[src/rtl/rdiv_pkg.sv]
package rdiv_pkg;

  // Phases of one division
  typedef enum logic [2:0] {
    PH_IDLE  = 3'd0,
    PH_PRIME = 3'd1,
    PH_STEP  = 3'd2,
    PH_FIX   = 3'd3,
    PH_DONE  = 3'd4
  } rdiv_phase_e;

endpackage

[src/rtl/rdiv_ctrl.sv]
module rdiv_ctrl
  import rdiv_pkg::*;
#(
  parameter int WIDTH = 32
) (
  input  logic clk,
  input  logic rst_n,
  input  logic start,
  output logic load_en,
  output logic prime_en,
  output logic step_en,
  output logic fix_en,
  output logic busy,
  output logic done
);

  localparam int CNT_W = $clog2(WIDTH + 1);
  localparam int LAT_W = $clog2(WIDTH + 4) + 1;
  localparam logic [CNT_W-1:0] LAST_STEP = CNT_W'(WIDTH - 1);
  localparam logic [LAT_W-1:0] LATENCY   = LAT_W'(WIDTH + 3);

  rdiv_phase_e      phase_q, phase_d;
  logic [CNT_W-1:0] step_cnt_q;
  logic             last_step;

  assign busy      = (phase_q != PH_IDLE);
  assign load_en   = start && !busy;
  assign prime_en  = (phase_q == PH_PRIME);
  assign step_en   = (phase_q == PH_STEP);
  assign fix_en    = (phase_q == PH_FIX);
  assign done      = (phase_q == PH_DONE);
  assign last_step = step_en && (step_cnt_q == LAST_STEP);

  always_comb begin
    phase_d = phase_q;
    unique case (phase_q)
      PH_IDLE:  if (start)     phase_d = PH_PRIME;
      PH_PRIME:                phase_d = PH_STEP;
      PH_STEP:  if (last_step) phase_d = PH_FIX;
      PH_FIX:                  phase_d = PH_DONE;
      PH_DONE:                 phase_d = PH_IDLE;
      default:                 phase_d = PH_IDLE;
    endcase
  end

  always_ff @(posedge clk or negedge rst_n) begin
    if (!rst_n) begin
      phase_q    <= PH_IDLE;
      step_cnt_q <= '0;
    end else begin
      phase_q <= phase_d;
      if (prime_en)     step_cnt_q <= '0;
      else if (step_en) step_cnt_q <= step_cnt_q + 1'b1;
    end
  end

  // Latency observer for the assertions
  logic [LAT_W-1:0] lat_q;
  always_ff @(posedge clk or negedge rst_n) begin
    if (!rst_n)       lat_q <= '0;
    else if (load_en) lat_q <= LAT_W'(1);
    else if (busy)    lat_q <= lat_q + 1'b1;
  end

  // an accepted request makes the block busy
  p_accept_busy_r1: assert property (@(posedge clk) disable iff (!rst_n)
    load_en |=> busy);

  // done arrives exactly WIDTH+3 edges after acceptance
  p_latency_r2: assert property (@(posedge clk) disable iff (!rst_n)
    done |-> (lat_q == LATENCY));

  // the step counter never runs past the last step
  p_step_bound_r2: assert property (@(posedge clk) disable iff (!rst_n)
    step_en |-> (step_cnt_q <= LAST_STEP));

  // single-cycle done, then idle
  p_done_pulse_r8: assert property (@(posedge clk) disable iff (!rst_n)
    done |=> (!done && !busy));

  // a request while busy does not restart the sequence
  p_ignore_start_r5: assert property (@(posedge clk) disable iff (!rst_n)
    (busy && start && !done) |=> busy);

endmodule

[src/rtl/rdiv_dp.sv]
module rdiv_dp #(
  parameter int WIDTH = 32
) (
  input  logic             clk,
  input  logic             rst_n,
  input  logic             load_en,
  input  logic             prime_en,
  input  logic             step_en,
  input  logic             fix_en,
  input  logic [WIDTH-1:0] dividend,
  input  logic [WIDTH-1:0] divisor,
  output logic [WIDTH-1:0] quotient,
  output logic [WIDTH-1:0] remainder,
  output logic             div_by_zero,
  output logic             step_neg
);

  // Working register: guard bit, upper word, lower word
  localparam int ACC_W = 2 * WIDTH + 1;
  localparam int UP_W  = WIDTH + 1;

  logic [ACC_W-1:0] acc_q;
  logic [WIDTH-1:0] dvsr_q;
  logic             dbz_q;
  logic [UP_W:0]    trial;

  // Trial subtraction of the divisor from the upper part; top bit is the borrow
  function automatic logic [UP_W:0] trial_sub(input logic [UP_W-1:0] upper,
                                               input logic [WIDTH-1:0] d);
    return {1'b0, upper} - {2'b00, d};
  endfunction

  // One restoring step: keep the difference or the old upper part, shift in the bit
  function automatic logic [ACC_W-1:0] one_step(input logic [ACC_W-1:0] acc,
                                                input logic [UP_W:0]    diff);
    if (diff[UP_W])
      return {acc[ACC_W-2:0], 1'b0};
    else
      return {diff[WIDTH-1:0], acc[WIDTH-1:0], 1'b1};
  endfunction

  // Final correction: move only the upper part back right by one
  function automatic logic [ACC_W-1:0] fix_upper(input logic [ACC_W-1:0] acc);
    return {1'b0, acc[ACC_W-1:WIDTH+1], acc[WIDTH-1:0]};
  endfunction

  assign trial    = trial_sub(acc_q[ACC_W-1:WIDTH], dvsr_q);
  assign step_neg = step_en && trial[UP_W];

  always_ff @(posedge clk or negedge rst_n) begin
    if (!rst_n) begin
      acc_q  <= '0;
      dvsr_q <= '0;
      dbz_q  <= 1'b0;
    end else if (load_en) begin
      acc_q  <= {{UP_W{1'b0}}, dividend};
      dvsr_q <= divisor;
      dbz_q  <= (divisor == '0);
    end else if (prime_en) begin
      acc_q <= {acc_q[ACC_W-2:0], 1'b0};
    end else if (step_en) begin
      acc_q <= one_step(acc_q, trial);
    end else if (fix_en) begin
      acc_q <= fix_upper(acc_q);
    end
  end

  assign quotient    = acc_q[WIDTH-1:0];
  assign remainder   = acc_q[2*WIDTH-1:WIDTH];
  assign div_by_zero = dbz_q;

  // the corrected remainder is below a nonzero divisor
  p_rem_below_div_r3: assert property (@(posedge clk) disable iff (!rst_n)
    (fix_en && !dbz_q) |=> (remainder < dvsr_q));

  // a zero divisor yields an all-ones quotient
  p_zero_div_quot_r4: assert property (@(posedge clk) disable iff (!rst_n)
    (fix_en && dbz_q) |=> (&quotient));

  // the divisor is only captured on an accepted request
  p_divisor_held_r5: assert property (@(posedge clk) disable iff (!rst_n)
    !load_en |=> $stable(dvsr_q));

  // with no phase active the results do not move
  p_results_hold_r6: assert property (@(posedge clk) disable iff (!rst_n)
    (!load_en && !prime_en && !step_en && !fix_en) |=>
      ($stable(quotient) && $stable(remainder) && $stable(div_by_zero)));

  // a kept difference always fits in one word
  p_kept_diff_fits_r9: assert property (@(posedge clk) disable iff (!rst_n)
    (step_en && !step_neg) |-> (trial[WIDTH] == 1'b0));

  // the guard bit is clear once the upper part is corrected
  p_guard_clear_r9: assert property (@(posedge clk) disable iff (!rst_n)
    fix_en |=> (acc_q[ACC_W-1] == 1'b0));

endmodule

[src/rtl/shift_sub_divider.sv]
module shift_sub_divider #(
  parameter int WIDTH = 32
) (
  input  logic             clk,
  input  logic             rst_n,
  input  logic             start,
  input  logic [WIDTH-1:0] dividend,
  input  logic [WIDTH-1:0] divisor,
  output logic             busy,
  output logic             done,
  output logic [WIDTH-1:0] quotient,
  output logic [WIDTH-1:0] remainder,
  output logic             div_by_zero
);

  logic load_en, prime_en, step_en, fix_en, step_neg;

  rdiv_ctrl #(.WIDTH(WIDTH)) u_ctrl (
    .clk      (clk),
    .rst_n    (rst_n),
    .start    (start),
    .load_en  (load_en),
    .prime_en (prime_en),
    .step_en  (step_en),
    .fix_en   (fix_en),
    .busy     (busy),
    .done     (done)
  );

  rdiv_dp #(.WIDTH(WIDTH)) u_dp (
    .clk         (clk),
    .rst_n       (rst_n),
    .load_en     (load_en),
    .prime_en    (prime_en),
    .step_en     (step_en),
    .fix_en      (fix_en),
    .dividend    (dividend),
    .divisor     (divisor),
    .quotient    (quotient),
    .remainder   (remainder),
    .div_by_zero (div_by_zero),
    .step_neg    (step_neg)
  );

  // out of reset nothing is running and the results read zero
  p_reset_idle_r7: assert property (@(posedge clk) disable iff (!rst_n)
    $rose(rst_n) |-> (!done && !div_by_zero && quotient == '0 && remainder == '0));

  // a restore step can only occur while stepping
  p_neg_only_step_r3: assert property (@(posedge clk) disable iff (!rst_n)
    step_neg |-> busy);

endmodule

[config.mk]
export PLATFORM = sky130hd
export DESIGN_NAME = shift_sub_divider
export DESIGN_NICKNAME = d
export VERILOG_FILES = /design/src/rtl/rdiv_pkg.sv /design/src/rtl/rdiv_ctrl.sv /design/src/rtl/rdiv_dp.sv /design/src/rtl/shift_sub_divider.sv
export SDC_FILE = /design/constraint.sdc
export NUM_CORES = 1
export LEC_CHECK = 0
export BUFFER_PORTS_ARGS = -buffer_cell sky130_fd_sc_hd__buf_2
export CORE_ASPECT_RATIO = 1.4
export CORE_MARGIN = 2
export CORE_UTILIZATION = 57
export DETAILED_ROUTE_END_ITERATION = 6
export PLACE_DENSITY_LB_ADDON = 0.08
export SLEW_MARGIN = 10
export SYNTH_ARGS = -nofsm -noshare
export SYNTH_HDL_FRONTEND = slang
export SYNTH_HIERARCHICAL = 1
export SYNTH_SLANG_ARGS = --single-unit
[constraint.sdc]
create_clock -name clk -period 4.1 [get_ports clk]
set_clock_uncertainty 0.15 [all_clocks]
set_input_delay 0.615 -clock clk [delete_from_list [all_inputs] [get_ports clk]]
set_output_delay 0.615 -clock clk [all_outputs]
set_load 0.05 [all_outputs]
==> metrics, run 1 <==
Startpoint Class flip-flop; share of cells above drive strength 1 21.0%; maximum fanout along the worst path 4; max_cap viols 0; Residual DRC 0; IO buf count 133; Worst-Margin Slew 1.05 ns; Synthesis Warnings 6; Peak Freq 0.288 GHz; CTS tree yes; # rows 48; syn_area_per_cell 8.78 sq um; Area Growth Syn to Fin 8.13%; Fillers 1138; Setup violations, final 0; Worst-Skew Late Latency 0.35 ns; most frequent cells in the layout 132 x buf_2, 107 x dfrtp_1, 103 x nand2_1; cell mode on critical path inv_1; clock sink count 107; crit share post-route 84.6%; nets 971; min Tclk post-route 3.47 ns; Starting Density 58.4%; Iteration-0 DRC Markers 348; HP Class in2async; via count of the first global-routing pass 6097; initial antenna violation count 0; Root Driver clkbuf_16; Final Wtd Congestion 0.923; Post-CTS Setup Inserts 0; critical path buffer and inverter count 2; cts repair resizes 0; Core ar. 0.0124 sq mm; Post-Route WL 18900 um; Worst-path clk slew 0.08 ns; critical path's largest stage delay 0.52 ns; HPWL after detailed placement 13900 um; I/O pin count 134; Final Hold Vio Count 0; status completed; slowest cell on the critical path o311ai_1; first-pass GRT wire length 30800 um; fin util 63.2%; Routed Antenna Nets 0; CP Capture Type flip-flop; setup_tns 0 ns; critical path's top delay family compound AO/OA/AOI/OAI gates; vias 6156; count of final max-slew check failures 0; Setup CP Type reg2reg; Worst Path Arrival 3.56 ns; DR WL/cell 18.4 um; CTS Hold Bufs 0; ANT cells 0; Die H 137 um; die area 0.0136 sq mm; Mapped Nets 925; total CTS buffers 9; CP Cell Sequence inv_1, ha_1, inv_1, fa_1, a211oi_1, o21ai_0, nand4_1, o2111ai_1, nand2_1, o311ai_1, o31a_1, xor2_1, o221a_2; most common library cell in the layout ignoring fill and taps buf_2; grt ovf 0; setup repair after global routing missed its margin false; largest net degree at the start of global routing 88; die width 99.2 um; H-tree levels 3; cell area after synthesis 0.00723 sq mm; Vias per Instance 6.01; DR pass1 iterations 6; post-synthesis cell count 824; clk buf depth 2; Slew HR 29.8%; Critical Path RT 4.19 ns; total global-route track usage 28.5%
## stage by stage
stage          area (sq um)  hold WS [ns]  cells  setup slack [ns]
2_1_floorplan          7230         0.169    824              1.24
4_1_cts                7820         0.303   1025             0.687
6_report               7820         0.275   1025             0.632
3_5_place_dp           7510         0.332   1009             0.737
5_1_grt                7820         0.317   1025             0.361
3_3_place_gp           7510         0.307   1009             0.782
## state kept, by name, indices dropped and copies added (netlist names)
name               cells
u_dp/div_by_zero       1
u_dp/dvsr_q           32
u_ctrl/phase_q         3
u_dp/acc_q            65
u_ctrl/step_cnt_q      6
## layer usage
metal	wire length, um	share of wire (%)	vias to the layer above	track usage (%)
met5	0	0	-	0
met4	576	3.0	0	12.1
met3	1030	5.5	42	4.67
met2	9930	53	203	50.7
met1	7370	39	2957	34.1
li1	-	-	2954	-
## layout make-up
class | count | area (sq um) | area share (%)
Timing Repair Buffer | 145 | 758 | 9.70
Clock buffer | 10 | 229 | 2.93
Multi-Input combinational cell | 562 | 3710 | 47.5
Clock inverter | 6 | 82.6 | 1.06
Inverter | 45 | 169 | 2.16
Tap cell | 150 | 188 | 2.40
Sequential cell | 107 | 2680 | 34.2
## worst paths after layout
check / start / end / slack, ns / depth (start not counted)
max: u_dp/acc_q[32] / u_dp/acc_q[63] / 0.63 / 13
min reg2reg: u_ctrl/step_cnt_q[3] / u_ctrl/step_cnt_q[3] / 0.34 / 1
max reg2reg: u_dp/acc_q[32] / u_dp/acc_q[63] / 0.63 / 13
min in group clk: dividend[26] / u_dp/acc_q[26] / 0.31 / 3
max in group asynchronous: rst_n / u_dp/acc_q[32] / 2.70 / 2
min: rst_n / u_dp/dvsr_q[19] / 0.27 / 1
Power of run 1 is left out: the tool's default activity adds up to more than one toggle a clock period on the data nets, which glitch-free logic cannot reach.
==> run 2: changes to the inputs <==
Settings changed: CORE_UTILIZATION 57 to 51.
Clock period 4.1 ns to 2.8 ns, I/O delays scaled along.
==> run 2 against run 1 <==
The flow now finishes with violations (setup timing). Flip-flop and latch count unchanged. First-iteration DRC count increased by 17%. Final area increased by 20%. Critical path type unchanged.
==> metrics, run 2 (same netlist as run 1, synthesis figures left out) <==
CP Capture Type flip-flop (unchanged); first-pass GRT wire length 34200 um (was 30800 um); slowest cell on the critical path a2111oi_4 (was o311ai_1); Starting Density 52.0% (was 58.4%); Worst-path clk slew 0.08 ns (about the same); share of cells above drive strength 1 37.2% (was 21.0%); Worst Path Arrival 3.09 ns (was 3.56 ns); I/O pin count 134 (unchanged); register bank with the most flops u_dp/acc_q (unchanged); final worst slack -0.167 ns (was 0.632 ns); Worst-Skew Late Latency 0.35 ns (about the same); min Tclk post-route 2.97 ns (was 3.47 ns); setup_tns -2.06 ns (was 0 ns); Die H 145 um (was 137 um); total CTS buffers 9 (unchanged); H-tree levels 3 (unchanged); most frequent cells in the layout 135 x buf_4, 132 x buf_2, 107 x dfrtp_1 (was 132 x buf_2, 107 x dfrtp_1, 103 x nand2_1); die area 0.0152 sq mm (was 0.0136 sq mm); Post-Route WL 21700 um (was 18900 um); Setup crit end u_dp/acc_q[43] (was u_dp/acc_q[63]); dpl ws -0.364 ns (was 0.737 ns); die width 105 um (was 99.2 um); setup slack, reg-to-reg -0.17 ns (was 0.63 ns); fin cells 1197 (was 1025); total global-route track usage 28.4% (was 28.5%); most common library cell in the layout ignoring fill and taps buf_4 (was buf_2); critical path buffer and inverter count 3 (was 2); Iteration-0 DRC Markers 406 (was 348); max_cap viols 0 (unchanged); Setup CP Type reg2reg (unchanged); IO buf count 133 (unchanged); DR WL/cell 18.1 um (was 18.4 um); nets 1108 (was 971); DR pass1 iterations 7 (was 6); # rows 51 (was 48); Inst Count DP 1162 (was 1009); Root Driver clkbuf_16 (unchanged); max reg flops 65 (unchanged); Top Registers u_dp/acc_q (65), u_dp/dvsr_q (32), u_ctrl/step_cnt_q (6) (unchanged); reg2reg path depth 13 (unchanged); CP startpoint u_dp/acc_q[33] (was u_dp/acc_q[32]); ANT cells 0 (unchanged); crit share post-route 106% (was 84.6%); clk buf depth 2 (unchanged); largest net degree at the start of global routing 74 (was 88); status complete, but fails checks (was completed); Crit. path cell count 13 (unchanged); Final Wtd Congestion 0.918 (was 0.923); maximum fanout along the worst path 5 (was 4); Final Hold Vio Count 0 (unchanged); Vias per Instance 5.71 (was 6.01); critical path's top delay family compound AO/OA/AOI/OAI gates (unchanged); r2r startpoint u_dp/acc_q[33] (was u_dp/acc_q[32]); Critical Path RT 2.92 ns (was 4.19 ns); Startpoint Class flip-flop (unchanged); vias 6832 (was 6156); clock sink count 107 (unchanged); R2R Path End u_dp/acc_q[43] (was u_dp/acc_q[63]); Worst-Margin Slew 0.645 ns (was 1.05 ns); CP Cell Sequence ha_1, nor2b_4, o2111ai_2, a21oi_2, o211ai_2, a2111oi_4, o21ai_4, buf_4, a21oi_4, buf_12, buf_12, o221ai_1, o21ai_1 (was inv_1, ha_1, inv_1, fa_1, a211oi_1, o21ai_0, nand4_1, o2111ai_1, nand2_1, o311ai_1, o31a_1, xor2_1, o221a_2); Routed Antenna Nets 0 (unchanged); setup repair after global routing missed its margin true (was false); failing checks setup timing; Area Growth Syn to Fin 29.3% (was 8.13%); initial antenna violation count 0 (unchanged); critical path's largest stage delay 0.43 ns (was 0.52 ns); grt ovf 0 (unchanged); via count of the first global-routing pass 6962 (was 6097); HP Class in2reg (was in2async); Slew HR 57.0% (was 29.8%); Fillers 1167 (was 1138); count of final max-slew check failures 0 (unchanged); HPWL after detailed placement 16000 um (was 13900 um); CTS tree yes (unchanged); Residual DRC 0 (unchanged); Setup violations, final 27 (was 0); Core ar. 0.0139 sq mm (was 0.0124 sq mm); Peak Freq 0.337 GHz (was 0.288 GHz); cell mode on critical path buf_12 (was inv_1)
## run 2: cell types whose count changed in the layout (fill, tap and decap cells not counted), sizes merged
cell         before  now
clkinv            1    3
inv              48   47
clkbuf           10    9
buf             145  281
dlygate4sd3       0    1
## run 2: layout make-up
| class | instances | area, sq um | share of cell area [%] |
|---|---|---|---|
| Sequential cell | 107 | 2680 | 28.6 |
| Multi-Input combinational cell | 562 | 4090 | 43.7 |
| Tap cell | 185 | 231 | 2.48 |
| Inverter | 45 | 169 | 1.81 |
| Clock inverter | 7 | 85.1 | 0.910 |
| Timing Repair Buffer | 282 | 1870 | 20.0 |
| Clock buffer | 9 | 225 | 2.41 |
## run 2: metrics by stage
step	hold slack [ns]	utilization, %	cell area, sq um
finish	0.124	67.2	9350
global route	0.132	67.2	9350
CTS	0.116	65.3	9080
detailed placement	0.318	60.7	8450
global placement	0.300	60.7	8450
floorplan	-0.0256	-	7230
## run 2: worst min path at each step
stage / from / endpoint / slack (ns) / depth (start not counted)
floorplan: rst_n / u_ctrl/phase_q[0] / -0.03 / 0
global placement: u_ctrl/step_cnt_q[3] / u_ctrl/step_cnt_q[3] / 0.30 / 1
detailed placement: u_ctrl/step_cnt_q[3] / u_ctrl/step_cnt_q[3] / 0.32 / 1
finish: dividend[10] / u_dp/acc_q[10] / 0.12 / 3
CTS: dividend[23] / u_dp/acc_q[23] / 0.12 / 3
global route: dividend[5] / u_dp/acc_q[5] / 0.13 / 3
## run 2: worst register-to-register path, cell delays in order, from the launching register on
cell and delay [ns]:
dfrtp_1 0.41, ha_1 0.29, nor2b_4 0.15, o2111ai_2 0.14, a21oi_2 0.19, o211ai_2 0.15
a2111oi_4 0.43, o21ai_4 0.13, buf_4 0.16, a21oi_4 0.19, buf_12 0.14, buf_12 0.10
o221ai_1 0.11, o21ai_1 0.14
## run 2: repair_timing
action                                 4_1_cts  5_1_grt
setup endpoints to repair                   32       37
gates resized for setup                     57       52
pin swaps                                   33       25
setup buffers                                9        9
endpoints found under the hold margin       43        0
hold buffers                                 1        0
## run 2: routing by layer
layer	vias up	track usage (%)	part of all wire [%]
met5	-	0	0
met2	244	51.3	53
li1	3222	-	-
met3	62	4.08	4.4
met1	3304	32.6	39
met4	0	14.9	4.0
Power of run 2 is left out for the same reason.
